<file path="src/rtl/gpio_bbm_pkg.sv">
package gpio_bbm_pkg;
  typedef enum logic [1:0] {
    SEL_LEVEL = 2'd0,
    SEL_DIR   = 2'd1,
    SEL_PIN   = 2'd2,
    SEL_CTRL  = 2'd3
  } port_sel_e;

  localparam int CTRL_BBM_BIT = 0;
endpackage

</file>
<file path="src/rtl/gpio_port_regs.sv">
module gpio_port_regs
  import gpio_bbm_pkg::*;
#(
  parameter int W = 8
) (
  input  logic         clk,
  input  logic         rst_n,
  input  logic         wr_en,
  input  port_sel_e    sel,
  input  logic [W-1:0] wdata,
  output logic [W-1:0] level_q,
  output logic [W-1:0] dir_q,
  output logic         bbm_q,
  output logic [W-1:0] dir_rise,
  output logic [W-1:0] toggle_hit
);
  function automatic logic [W-1:0] flip_bits(input logic [W-1:0] cur, input logic [W-1:0] mask);
    return cur ^ mask;
  endfunction

  function automatic logic [W-1:0] rising_bits(input logic [W-1:0] old_v, input logic [W-1:0] new_v);
    return new_v & ~old_v;
  endfunction

  logic wr_level, wr_dir, wr_pin, wr_ctrl;
  logic [W-1:0] dir_next, level_next;

  assign wr_level   = wr_en && (sel == SEL_LEVEL);
  assign wr_dir     = wr_en && (sel == SEL_DIR);
  assign wr_pin     = wr_en && (sel == SEL_PIN);
  assign wr_ctrl    = wr_en && (sel == SEL_CTRL);

  assign dir_next   = wr_dir ? wdata : dir_q;
  assign dir_rise   = rising_bits(dir_q, dir_next);
  assign toggle_hit = wr_pin ? wdata : '0;
  assign level_next = wr_level ? wdata : flip_bits(level_q, toggle_hit);

  always_ff @(posedge clk or negedge rst_n) begin
    if (!rst_n) begin
      level_q <= '0;
      dir_q   <= '0;
      bbm_q   <= 1'b0;
    end else begin
      level_q <= level_next;
      dir_q   <= dir_next;
      if (wr_ctrl) bbm_q <= wdata[CTRL_BBM_BIT];
    end
  end
endmodule

</file>
<file path="src/rtl/gpio_bbm_gap.sv">
module gpio_bbm_gap #(
  parameter int W = 8
) (
  input  logic         clk,
  input  logic         rst_n,
  input  logic         bbm_en,
  input  logic [W-1:0] dir_rise,
  output logic [W-1:0] gap_q
);
  for (genvar i = 0; i < W; i++) begin : g_pin
    always_ff @(posedge clk or negedge rst_n) begin
      if (!rst_n) gap_q[i] <= 1'b0;
      else        gap_q[i] <= bbm_en & dir_rise[i];
    end
  end
endmodule

</file>
<file path="src/rtl/gpio_pad_drive.sv">
module gpio_pad_drive #(
  parameter int W = 8
) (
  input  logic [W-1:0] level_q,
  input  logic [W-1:0] dir_q,
  input  logic [W-1:0] gap_q,
  output logic [W-1:0] pad_oe,
  output logic [W-1:0] pad_out,
  output logic [W-1:0] pad_pu
);
  for (genvar i = 0; i < W; i++) begin : g_pin
    assign pad_oe[i]  = dir_q[i] & ~gap_q[i];
    assign pad_out[i] = level_q[i] & pad_oe[i];
    assign pad_pu[i]  = level_q[i] & ~dir_q[i];
  end
endmodule

</file>
<file path="src/rtl/gpio_bbm_port.sv">
module gpio_bbm_port
  import gpio_bbm_pkg::*;
#(
  parameter int W = 8
) (
  input  logic         clk,
  input  logic         rst_n,
  input  logic         wr_en,
  input  logic [1:0]   reg_sel,
  input  logic [W-1:0] wdata,
  output logic [W-1:0] rdata,
  input  logic [W-1:0] pad_in,
  output logic [W-1:0] pad_oe,
  output logic [W-1:0] pad_out,
  output logic [W-1:0] pad_pu
);
  port_sel_e    sel;
  logic [W-1:0] level_q, dir_q, dir_rise, toggle_hit, gap_q;
  logic         bbm_q;

  assign sel = port_sel_e'(reg_sel);

  gpio_port_regs #(.W(W)) u_regs (
    .clk(clk), .rst_n(rst_n), .wr_en(wr_en), .sel(sel), .wdata(wdata),
    .level_q(level_q), .dir_q(dir_q), .bbm_q(bbm_q),
    .dir_rise(dir_rise), .toggle_hit(toggle_hit)
  );

  gpio_bbm_gap #(.W(W)) u_gap (
    .clk(clk), .rst_n(rst_n), .bbm_en(bbm_q), .dir_rise(dir_rise), .gap_q(gap_q)
  );

  gpio_pad_drive #(.W(W)) u_pad (
    .level_q(level_q), .dir_q(dir_q), .gap_q(gap_q),
    .pad_oe(pad_oe), .pad_out(pad_out), .pad_pu(pad_pu)
  );

  always_comb begin
    case (sel)
      SEL_LEVEL: rdata = level_q;
      SEL_DIR:   rdata = dir_q;
      SEL_PIN:   rdata = pad_in;
      default:   rdata = {{(W-1){1'b0}}, bbm_q};
    endcase
  end
endmodule

</file>
<file path="config.mk">
export PLATFORM = sky130hd
export DESIGN_NAME = gpio_bbm_port
export DESIGN_NICKNAME = d
export VERILOG_FILES = /design/src/rtl/gpio_bbm_pkg.sv /design/src/rtl/gpio_port_regs.sv /design/src/rtl/gpio_bbm_gap.sv /design/src/rtl/gpio_pad_drive.sv /design/src/rtl/gpio_bbm_port.sv
export SDC_FILE = /design/constraint.sdc
export NUM_CORES = 1
export LEC_CHECK = 0
export ABC_AREA = 0
export CORE_MARGIN = 4
export CORE_UTILIZATION = 44
export CTS_CLUSTER_DIAMETER = 120
export DETAILED_ROUTE_END_ITERATION = 12
export PLACE_DENSITY = 0.79
export SLEW_MARGIN = 30
export SYNTH_ARGS = -nofsm -noshare
export SYNTH_HDL_FRONTEND = slang
export SYNTH_SLANG_ARGS = --single-unit
</file>
<file path="constraint.sdc">
create_clock -name clk -period 1.37 [get_ports clk]
set_input_delay 0.2055 -clock clk [delete_from_list [all_inputs] [get_ports clk]]
set_output_delay 0.2055 -clock clk [all_outputs]
set_load 0.02 [all_outputs]
</file>
* After elaboration in Yosys (flattened, before gate mapping)
Cells that the tools add are included.
Storage, ports and cells: output and inout port bits 32, register bits after elaboration 25
Operators by class: reduce and logical (&&, ||, !) cells 5, muxes and demuxes 4, equality and inequality tests 3, bitwise operators 51
Operators with widths (number):
- AND 1 bit | 32
- 2-to-1 mux 8 bit | 3
- case mux 8 bit (3 select lines) | 1
- inverter 1 bit | 16
- AND 8 bit | 1
- inverter 8 bit | 1
- bitwise XOR 8 bit | 1
- equality test 2 bit (second input constant) | 2
- logical AND 1 bit | 4
- equality test 2 x 1 -> 1 bit (second input constant) | 1
- logical NOT 2 bit | 1

* Depth between registers and ports, before layout
Gate-level depths: netlist of the first run.
word-level depth 5, depth in mapped cells 5, gate-level depth less buffers 3

* Modules after synthesis
A second synthesis of the first run with hierarchy kept.
Second synthesis, totals: cell total of the unflattened synthesis 142, area, all modules 1492.7 µm²
By module, submodules not included:
- gpio_port_regs | sequential area each 425.4 µm², area an instance 888.4 µm², cells an instance 83, times used 1
- gpio_bbm_gap | sequential area each 200.2 µm², area an instance 250.2 µm², cells an instance 16, times used 1
- gpio_bbm_port | sequential area each 0.0 µm², area an instance 181.4 µm², cells an instance 19, times used 1
- gpio_pad_drive | sequential area each 0.0 µm², area an instance 172.7 µm², cells an instance 24, times used 1

* Worst setup path after synthesis of the first run
OpenSTA, ideal clock, no wires.
path kind input-to-output, from in reg_sel[1], to out rdata[4], path slack 0.055 ns, cell stages on the path 4, buffers on the path 2, data arrival time 1.109 ns, path through buf_6 buf_2 mux2i_1 o21ai_0
On the way: longest elaborated chain between the ends 2, elaborated cells between the ends (all ways) 4, those cells by class 2 x eq/ne; 1 x mux; 1 x reduce/logical
Ends and longest elaborated chain:
- start: declaration | line gpio_bbm_port.sv:9 | input logic [1:0] reg_sel,
- equality test 2 bit, or another cell as far along | line gpio_bbm_port.sv:39 | case (sel)
- case mux 8 bit (3 select lines) * | line gpio_bbm_port.sv:39
- end: declaration | line gpio_bbm_port.sv:11 | output logic [W-1:0] rdata,
Mark *: on every way between the ends. The rest lies on a longest branch, timed or not.

* Worst setup path in the final report of the first run
from reg u_regs.dir_q[0], to out rdata[0]
On the way: longest elaborated chain between the ends 1
Ends and longest elaborated chain:
- start: declaration | line gpio_port_regs.sv:12 | output logic [W-1:0] dir_q,
- start signal: assignment | line gpio_port_regs.sv:45 | dir_q <= dir_next;
- case mux 8 bit (3 select lines) | line gpio_bbm_port.sv:39
No other way between the ends.

==> impl_results.html, run 1 <==
<table>
<tr><th>Metric</th><th>Value</th></tr>
<tr><th colspan="2">Layout</th></tr>
<tr><td>Final #Nets</td><td>253</td></tr>
<tr><td>Total area of sequential cells</td><td>626 sq um</td></tr>
<tr><td>Count of fill cells added during filler insertion</td><td>194</td></tr>
<tr><td>Layout area overhead</td><td>72.5%</td></tr>
<tr><td>Leading cell type in the layout, fill and taps excluded</td><td>sky130_fd_sc_hd__buf_4</td></tr>
<tr><td>Share of layout cells above drive strength 1</td><td>59.3%</td></tr>
<tr><td>Footprint of the multi-input gates</td><td>888 sq um</td></tr>
<tr><td>Number of diodes added for antenna fixing</td><td>0</td></tr>
<tr><td>Utilization after layout</td><td>80.5%</td></tr>
<tr><td>Most used cells in the layout excluding fill and tap cells</td><td>39 x sky130_fd_sc_hd__buf_4, 32 x sky130_fd_sc_hd__buf_6, 25 x sky130_fd_sc_hd__dfrtp_1</td></tr>
<tr><th colspan="2">Route</th></tr>
<tr><td>Router iterations before antenna repair</td><td>4</td></tr>
<tr><td>Highest routing layer actually used</td><td>met4</td></tr>
<tr><td>Residual antenna-violating net count after detailed routing</td><td>0</td></tr>
<tr><td>Total DRC errors in the routed layout</td><td>0</td></tr>
<tr><td>Via count</td><td>1377</td></tr>
<tr><td>Number of vias per cell</td><td>5.01</td></tr>
<tr><td>Total routed wire length on the met1 layer</td><td>1830 microns</td></tr>
<tr><td>Met2 Wirelength</td><td>2310 microns</td></tr>
<tr><td>Met3 layer wire length in the routed design</td><td>236 microns</td></tr>
<tr><td>Routed wirelength normalized by instance count</td><td>16.2 microns</td></tr>
<tr><td>Iteration-0 DRC count of the detailed router</td><td>37</td></tr>
<tr><td>WL final</td><td>4470 microns</td></tr>
<tr><th colspan="2">Yosys</th></tr>
<tr><td>Number of storage elements in the synthesis netlist</td><td>25</td></tr>
<tr><td>Net Count, Synth</td><td>153</td></tr>
<tr><td>Fraction of post-synthesis cell area in the top cell type by area</td><td>43.2%</td></tr>
<tr><td>Sequential fraction of the synthesis area</td><td>43.2%</td></tr>
<tr><td>Synthesis warning total</td><td>0</td></tr>
<tr><td>Post-synth EDFFs</td><td>0</td></tr>
<tr><td>Most used flip-flop cell after synthesis</td><td>sky130_fd_sc_hd__dfrtp_1</td></tr>
<tr><td>Ys async rst share</td><td>100%</td></tr>
<tr><td>Syn Std Cell Area</td><td>1450 sq um</td></tr>
<tr><td>Yosys cell types</td><td>22</td></tr>
<tr><td>Synthesized instance count</td><td>132</td></tr>
<tr><td>Average footprint of a synthesized cell</td><td>11.0 sq um</td></tr>
<tr><td>Most area-hungry cell type in the Yosys netlist</td><td>sky130_fd_sc_hd__dfrtp_1</td></tr>
<tr><td>Top post-synthesis cells by area</td><td>sky130_fd_sc_hd__dfrtp_1 43%, sky130_fd_sc_hd__mux2_4 8.3%, sky130_fd_sc_hd__nor2b_1 7.3%</td></tr>
<tr><th colspan="2">Worst setup path</th></tr>
<tr><td>Worst flop-to-flop path endpoint</td><td>u_regs.level_q[4]</td></tr>
<tr><td>Class of the most critical setup path</td><td>flop to output pin</td></tr>
<tr><td>CP endpoint kind</td><td>output pin</td></tr>
<tr><td>End of the critical path</td><td>rdata[0]</td></tr>
<tr><td>Required time at the endpoint of the critical path</td><td>1.16 ns</td></tr>
<tr><td>Arrival time worst endpoint</td><td>1.36 ns</td></tr>
<tr><td>Startpoint of the worst register-to-register path</td><td>u_regs.level_q[4]</td></tr>
<tr><td>Maximum fanout count along the critical path</td><td>2</td></tr>
<tr><td>Source of the critical timing path</td><td>u_regs.dir_q[0]</td></tr>
<tr><td>Worst reg-to-reg setup slack</td><td>0.17 ns</td></tr>
<tr><td>R2R depth</td><td>6</td></tr>
<tr><td>Startpoint Class</td><td>flop</td></tr>
<tr><th colspan="2">Placed design</th></tr>
<tr><td>Buffers on Ports</td><td>52</td></tr>
<tr><td>Post-DP HPWL</td><td>2880 microns</td></tr>
<tr><td>Weighted congestion reported at the end of routability-driven placement</td><td>0.813</td></tr>
<tr><td>Setup slack at placement</td><td>-0.762 ns</td></tr>
<tr><th colspan="2">Global routing</th></tr>
<tr><td>Sum of overflow across all layers after global routing</td><td>0</td></tr>
<tr><td>Wire length of the first global-routing pass</td><td>6790 microns</td></tr>
<tr><td>Initial antenna violation count</td><td>0</td></tr>
<tr><td>Number of global-route vias before repair</td><td>1485</td></tr>
<tr><td>Global routing usage summed across all routing layers</td><td>20.5%</td></tr>
<tr><td>Pin count of the biggest net entering global routing</td><td>26</td></tr>
<tr><th colspan="2">Clock network</th></tr>
<tr><td>Number of levels in the clock H-tree</td><td>1</td></tr>
<tr><td>Clock buffer count from CTS</td><td>3</td></tr>
<tr><td>Number of sinks on the clock net</td><td>25</td></tr>
<tr><td>CTS tree</td><td>done</td></tr>
<tr><td>Clock Path Buffers</td><td>2</td></tr>
<tr><td>Root Driver</td><td>sky130_fd_sc_hd__clkbuf_4</td></tr>
<tr><td>Register clock-pin slew on the reported worst setup and hold paths</td><td>0.14 ns</td></tr>
<tr><td># hold bufs at CTS</td><td>0</td></tr>
<tr><td>Clock latency reported for the late side of the worst-skew pair</td><td>0.33 ns</td></tr>
<tr><th colspan="2">Run status</th></tr>
<tr><td>Violations in the final reports</td><td>setup timing</td></tr>
<tr><td>Outcome</td><td>complete, but fails checks</td></tr>
<tr><th colspan="2">Floorplanning</th></tr>
<tr><td>Placement Rows</td><td>20</td></tr>
<tr><td>Floorplan core area</td><td>3100 sq um</td></tr>
<tr><td>Initial core utilization</td><td>46.7%</td></tr>
<tr><td>Die area</td><td>4280 sq um</td></tr>
<tr><td>Height of the die</td><td>65.4 microns</td></tr>
<tr><td>Die Width</td><td>65.4 microns</td></tr>
<tr><td>I/O pins</td><td>53</td></tr>
<tr><th colspan="2">STA</th></tr>
<tr><td>Setup skew after layout</td><td>0.00362 ns</td></tr>
<tr><td>Worst Setup Slack, final</td><td>-0.191 ns</td></tr>
<tr><td>Final hold violations</td><td>0</td></tr>
<tr><td>Count of final setup violators</td><td>14</td></tr>
<tr><td>Part of the cycle the worst path needs</td><td>114%</td></tr>
<tr><td>Setup repair after global routing missed its margin</td><td>true</td></tr>
<tr><td>Transition time at the pin with the least slew margin</td><td>0.327 ns</td></tr>
<tr><td>Max Fclk</td><td>641 MHz</td></tr>
<tr><td>Relative slew margins</td><td>78.2%</td></tr>
<tr><td>Max-slew violation total from the final report</td><td>0</td></tr>
<tr><td>Minimum clock period</td><td>1.56 ns</td></tr>
<tr><th colspan="2">Power and ir drop</th></tr>
<tr><td>Leakage</td><td>1.21 nW</td></tr>
<tr><td>Pwr/cell area</td><td>1170 nW/um^2</td></tr>
<tr><td>Maximum resistive drop on vdd</td><td>661 uV</td></tr>
<tr><td>Power consumption</td><td>2.92 mW</td></tr>
<tr><th colspan="2">Min path</th></tr>
<tr><td>Hold crit path type</td><td>primary input to asynchronous set/reset pin</td></tr>
<tr><th colspan="2">Flow run</th></tr>
<tr><td>Max-cap violation count</td><td>0</td></tr>
</table>
## cell usage after synthesis (2+ instances only)
cell type                 instances
sky130_fd_sc_hd__dfrtp_1         25
sky130_fd_sc_hd__nor2b_1         17
sky130_fd_sc_hd__o21ai_0         15
sky130_fd_sc_hd__a21oi_1         12
sky130_fd_sc_hd__nand3_1          9
sky130_fd_sc_hd__and2_1           8
sky130_fd_sc_hd__mux2_4           8
sky130_fd_sc_hd__mux2i_1          7
sky130_fd_sc_hd__nand2_1          7
sky130_fd_sc_hd__nor3b_2          5
sky130_fd_sc_hd__a21oi_2          4
sky130_fd_sc_hd__nor3b_1          3
sky130_fd_sc_hd__buf_4            2
sky130_fd_sc_hd__buf_6            2
## kinds of logic (layout without fill, tap and decap cells)
kind of cell | count (synthesis) | in the layout | share of synthesized area [%]
buf+inv | 7 | 106 | 4.23
flops | 25 | 25 | 43.2
compound gates | 31 | 31 | 11.7
mux | 17 | 17 | 15.7
simple gates | 52 | 52 | 25.1
## cell type report
type / instances / area share (%)
timing repair buffer: 102 / 36.1
sequential: 25 / 25.0
clock buffer: 3 / 0.901
multi-input combinational: 100 / 35.6
tap: 44 / 2.20
clock inverter: 1 / 0.200
## where the power goes
part           switching, mW  internal, mW  leakage (nW)
Combinational          0.704         0.941         0.878
Sequential            0.0948         0.839         0.309
Clock                  0.233         0.110        0.0177
## metal layers
metal  global-route usage, %  up-vias
met1                    24.3      660
met2                    37.4       48
met3                    3.76        8
met5                       0        -
met4                    5.96        0
li1                        -      661
## sequential cells by signal, summed over array words and instances, names as in the netlist
name            flops
u_regs.dir_q        8
u_gap.gap_q         8
u_regs.bbm_q        1
u_regs.level_q      8
## metrics by stage
| stage | std cells | TNS (ns) | cell area, sq um | hold slack (ns) |
|---|---|---|---|---|
| final | 275 | -0.737 | 2500 | 0.227 |
| after global routing | 275 | -1.88 | 2500 | 0.238 |
| after CTS | 268 | -0.538 | 2300 | 0.234 |
| after detailed placement | 257 | -15.45 | 2230 | 0.546 |
| after global placement | 257 | -14.03 | 2230 | 0.527 |
| after floorplan | 132 | 0 | 1450 | -0.0901 |
## worst max-delay path, cell delays in order (launching register included)
cell,delay [ns]
sky130_fd_sc_hd__dfrtp_1,0.41
sky130_fd_sc_hd__mux4_2,0.47
sky130_fd_sc_hd__buf_6,0.15
## repair_timing
action                                  4_1_cts  5_1_grt
gates cloned                                  1        0
endpoints found under the setup margin       48       32
buffers inserted                              7        7
endpoints found under the hold margin         0        0
pin swaps                                     1        5
gates resized for setup                     172       68
## how the worst min path moves through the flow
stage	slack, ns	cells past startpoint	to	startpoint
finish	0.23	2	u_regs.dir_q[1]	rst_n
floorplan	-0.09	0	u_gap.gap_q[0]	rst_n
detailed placement	0.55	2	u_gap.gap_q[0]	u_regs.dir_q[0]
global placement	0.53	2	u_gap.gap_q[0]	u_regs.dir_q[0]
global route	0.24	2	u_regs.dir_q[1]	rst_n
CTS	0.23	2	u_regs.dir_q[1]	rst_n
Note: power is estimated with default switching activity, not from simulation.
==> run 2, diff against run 1 <==
Settings changed: ABC_CLOCK_PERIOD_IN_PS set to 1370.
==> results of run 2 <==
Final layout, timing and power as in run 1 (identical DEF).
==> run 3, diff against run 2 <==
Settings changed: HOLD_SLACK_MARGIN set to 0.1, RECOVER_POWER set to 50.
==> impl_results.html, run 3 (synthesis gave the netlist of run 1 again) <==
<table>
<tr><th>Metric</th><th>Value</th></tr>
<tr><th colspan="2">Layout</th></tr>
<tr><td>Leading cell type in the layout, fill and taps excluded</td><td>sky130_fd_sc_hd__buf_4</td></tr>
<tr><td>Most used cells in the layout excluding fill and tap cells</td><td>35 x sky130_fd_sc_hd__buf_4, 32 x sky130_fd_sc_hd__buf_6, 25 x sky130_fd_sc_hd__dfrtp_1</td></tr>
<tr><td>Number of diodes added for antenna fixing</td><td>0</td></tr>
<tr><td>Final #Nets</td><td>253</td></tr>
<tr><td>Layout area overhead</td><td>71.5%</td></tr>
<tr><td>Share of layout cells above drive strength 1</td><td>58.0%</td></tr>
<tr><td>Number of standard cells in the layout, taps in and fillers out</td><td>275</td></tr>
<tr><td>Largest regs</td><td>u_gap.gap_q: 8 flops, u_regs.dir_q: 8 flops, u_regs.level_q: 8 flops</td></tr>
<tr><td>Post-route cell area</td><td>2480 sq um</td></tr>
<tr><th colspan="2">Power and ir drop</th></tr>
<tr><td>Leakage</td><td>1.19 nW</td></tr>
<tr><td>Switching component of the power</td><td>1.04 mW</td></tr>
<tr><td>Sequential power share</td><td>32.0%</td></tr>
<tr><td>Cell Int Power</td><td>1.88 mW</td></tr>
<tr><td>Pwr/cell area</td><td>1180 nW/um^2</td></tr>
<tr><td>Maximum resistive drop on vdd</td><td>660 uV</td></tr>
<tr><td>Relative contribution of the clock network to total power</td><td>11.9%</td></tr>
<tr><td>Fraction of power spent switching nets</td><td>35.5%</td></tr>
<tr><td>Proportion of power drawn by combinational gates</td><td>56.2%</td></tr>
<tr><th colspan="2">Route</th></tr>
<tr><td>WL final</td><td>4480 microns</td></tr>
<tr><td>Routed wirelength normalized by instance count</td><td>16.3 microns</td></tr>
<tr><td>Router iterations before antenna repair</td><td>4</td></tr>
<tr><td>Iteration-0 DRC count of the detailed router</td><td>30</td></tr>
<tr><td>Residual antenna-violating net count after detailed routing</td><td>0</td></tr>
<tr><td>Number of vias per cell</td><td>4.99</td></tr>
<tr><td>Total DRC errors in the routed layout</td><td>0</td></tr>
<tr><td>Via count</td><td>1373</td></tr>
<tr><th colspan="2">Clock network</th></tr>
<tr><td>Number of sinks on the clock net</td><td>25</td></tr>
<tr><td>CTS tree</td><td>done</td></tr>
<tr><td>Root Driver</td><td>sky130_fd_sc_hd__clkbuf_4</td></tr>
<tr><td>Clock Path Buffers</td><td>2</td></tr>
<tr><td>Number of levels in the clock H-tree</td><td>1</td></tr>
<tr><td>Register clock-pin slew on the reported worst setup and hold paths</td><td>0.14 ns</td></tr>
<tr><td>Clock latency reported for the late side of the worst-skew pair</td><td>0.33 ns</td></tr>
<tr><td>Clock buffer count from CTS</td><td>3</td></tr>
<tr><th colspan="2">STA</th></tr>
<tr><td>Setup skew after layout</td><td>0.00454 ns</td></tr>
<tr><td>Max-slew violation total from the final report</td><td>0</td></tr>
<tr><td>Transition time at the pin with the least slew margin</td><td>0.638 ns</td></tr>
<tr><td>Worst-case hold slack</td><td>0.403 ns</td></tr>
<tr><td>Max Fclk</td><td>639 MHz</td></tr>
<tr><td>Setup repair after global routing missed its margin</td><td>true</td></tr>
<tr><td>Minimum clock period</td><td>1.56 ns</td></tr>
<tr><td>Count of final setup violators</td><td>14</td></tr>
<tr><td>Part of the cycle the worst path needs</td><td>114%</td></tr>
<tr><td>Setup tns final</td><td>-0.782 ns</td></tr>
<tr><td>Final hold violations</td><td>0</td></tr>
<tr><td>Worst Setup Slack, final</td><td>-0.194 ns</td></tr>
<tr><td>Relative slew margins</td><td>57.5%</td></tr>
<tr><th colspan="2">Worst setup path</th></tr>
<tr><td>Class of the most critical setup path</td><td>flop to output pin</td></tr>
<tr><td>Maximum fanout count along the critical path</td><td>2</td></tr>
<tr><td>CP max-delay cell</td><td>sky130_fd_sc_hd__mux4_2</td></tr>
<tr><td>Cell chain of the critical path</td><td>mux4_2 -&gt; buf_6</td></tr>
<tr><td>Startpoint Class</td><td>flop</td></tr>
<tr><td>Slowest cell delay on critical path</td><td>0.47 ns</td></tr>
<tr><td>Source of the critical timing path</td><td>u_regs.dir_q[0]</td></tr>
<tr><td>R2R depth</td><td>6</td></tr>
<tr><td>Total buffers and inverters traversed by the critical path</td><td>1</td></tr>
<tr><td>Startpoint of the worst register-to-register path</td><td>u_regs.level_q[4]</td></tr>
<tr><td>Family with the most delay on the worst path</td><td>multiplexers</td></tr>
<tr><td>Required time at the endpoint of the critical path</td><td>1.16 ns</td></tr>
<tr><td>Stages on the worst setup path</td><td>2</td></tr>
<tr><td>Arrival time worst endpoint</td><td>1.36 ns</td></tr>
<tr><td>CP endpoint kind</td><td>output pin</td></tr>
<tr><th colspan="2">Placed design</th></tr>
<tr><td>Setup slack at placement</td><td>-0.762 ns</td></tr>
<tr><td>Post-DP HPWL</td><td>2880 microns</td></tr>
<tr><td>Placed Area</td><td>2230 sq um</td></tr>
<tr><td>Buffers on Ports</td><td>52</td></tr>
<tr><td>Weighted congestion reported at the end of routability-driven placement</td><td>0.813</td></tr>
<tr><td>Number of placed instances, taps included</td><td>257</td></tr>
<tr><th colspan="2">Floorplanning</th></tr>
<tr><td>Die Width</td><td>65.4 microns</td></tr>
<tr><td>Height of the die</td><td>65.4 microns</td></tr>
<tr><td>Floorplan core area</td><td>3100 sq um</td></tr>
<tr><td>Initial core utilization</td><td>46.7%</td></tr>
<tr><td>I/O pins</td><td>53</td></tr>
<tr><td>Die area</td><td>4280 sq um</td></tr>
<tr><td>Placement Rows</td><td>20</td></tr>
<tr><th colspan="2">Flow run</th></tr>
<tr><td>Max-cap violation count</td><td>0</td></tr>
<tr><th colspan="2">Global routing</th></tr>
<tr><td>Global routing met1 resource utilization</td><td>24.3%</td></tr>
<tr><td>Pin count of the biggest net entering global routing</td><td>26</td></tr>
<tr><td>Number of global-route vias before repair</td><td>1485</td></tr>
<tr><td>Top Usage Layer GRT</td><td>met2</td></tr>
<tr><td>Wire length of the first global-routing pass</td><td>6790 microns</td></tr>
<tr><td>Initial antenna violation count</td><td>0</td></tr>
<tr><td>Met2 layer usage reported by global route</td><td>37.4%</td></tr>
<tr><td>Global routing usage summed across all routing layers</td><td>20.5%</td></tr>
<tr><td>Met3 track demand over resource in global routing</td><td>3.76%</td></tr>
<tr><td>Sum of overflow across all layers after global routing</td><td>0</td></tr>
<tr><th colspan="2">Run status</th></tr>
<tr><td>Outcome</td><td>complete, but fails checks</td></tr>
<tr><td>Violations in the final reports</td><td>setup timing</td></tr>
<tr><th colspan="2">Min path</th></tr>
<tr><td>Hold crit path type</td><td>primary input to asynchronous set/reset pin</td></tr>
</table>
## run 3: changes by cell type in the layout (fill, tap and decap cells not counted)
cell,before,now
sky130_fd_sc_hd__buf_4,39,35
sky130_fd_sc_hd__clkbuf_1,0,3
sky130_fd_sc_hd__clkbuf_2,0,1
sky130_fd_sc_hd__clkdlybuf4s50_1,18,17
sky130_fd_sc_hd__dlygate4sd3_1,0,1
## run 3: worst paths after layout
path	end	slack (ns)
max in group asynchronous	u_regs.level_q[3]	0.55
max reg2reg	u_regs.level_q[4]	0.16
min	u_regs.dir_q[1]	0.40
min in group clk	u_regs.bbm_q	0.41
max	rdata[0]	-0.19
min reg2reg	u_gap.gap_q[0]	0.57
## run 3: repair_timing
item / 4_1_cts / 5_1_grt
buffers inserted: 7 / 7
pin swaps: 1 / 5
hold buffers: 0 / 0
gates resized for setup: 172 / 68
endpoints found under the hold margin: 0 / 0
setup endpoints to repair: 48 / 32
gates cloned: 1 / 0
## run 3: cell type report
cell class	instances	area, sq um
multi-input combinational	100	888
sequential	25	626
clock inverter	1	5.00
clock buffer	3	22.5
tap	44	55.1
fill	201	618
timing repair buffer	102	888
## run 3: metrics by stage
| step | util, % | power, mW |
|---|---|---|
| 4_1_cts | 74.0 | 2.64 |
| 3_5_place_dp | 72.0 | 2.27 |
| 2_1_floorplan | - | 1.54 |
| 3_3_place_gp | 72.0 | 2.23 |
| 6_report | 80.1 | 2.92 |
| 5_1_grt | 80.1 | 3.07 |
## run 3: power by group through the flow
stage          Sequential [mW]  Combinational, mW  Clock [mW]
2_1_floorplan            0.945              0.592           0
3_3_place_gp             0.926               1.30           0
3_5_place_dp             0.934               1.34           0
4_1_cts                  0.919               1.38       0.344
5_1_grt                  0.944               1.75       0.384
6_report                 0.933               1.64       0.346
## run 3: routing by layer
metal	routed length [microns]	vias to the layer above
li1	-	661
met1	1860	652
met2	2290	50
met3	242	10
met4	92	0
met5	0	-
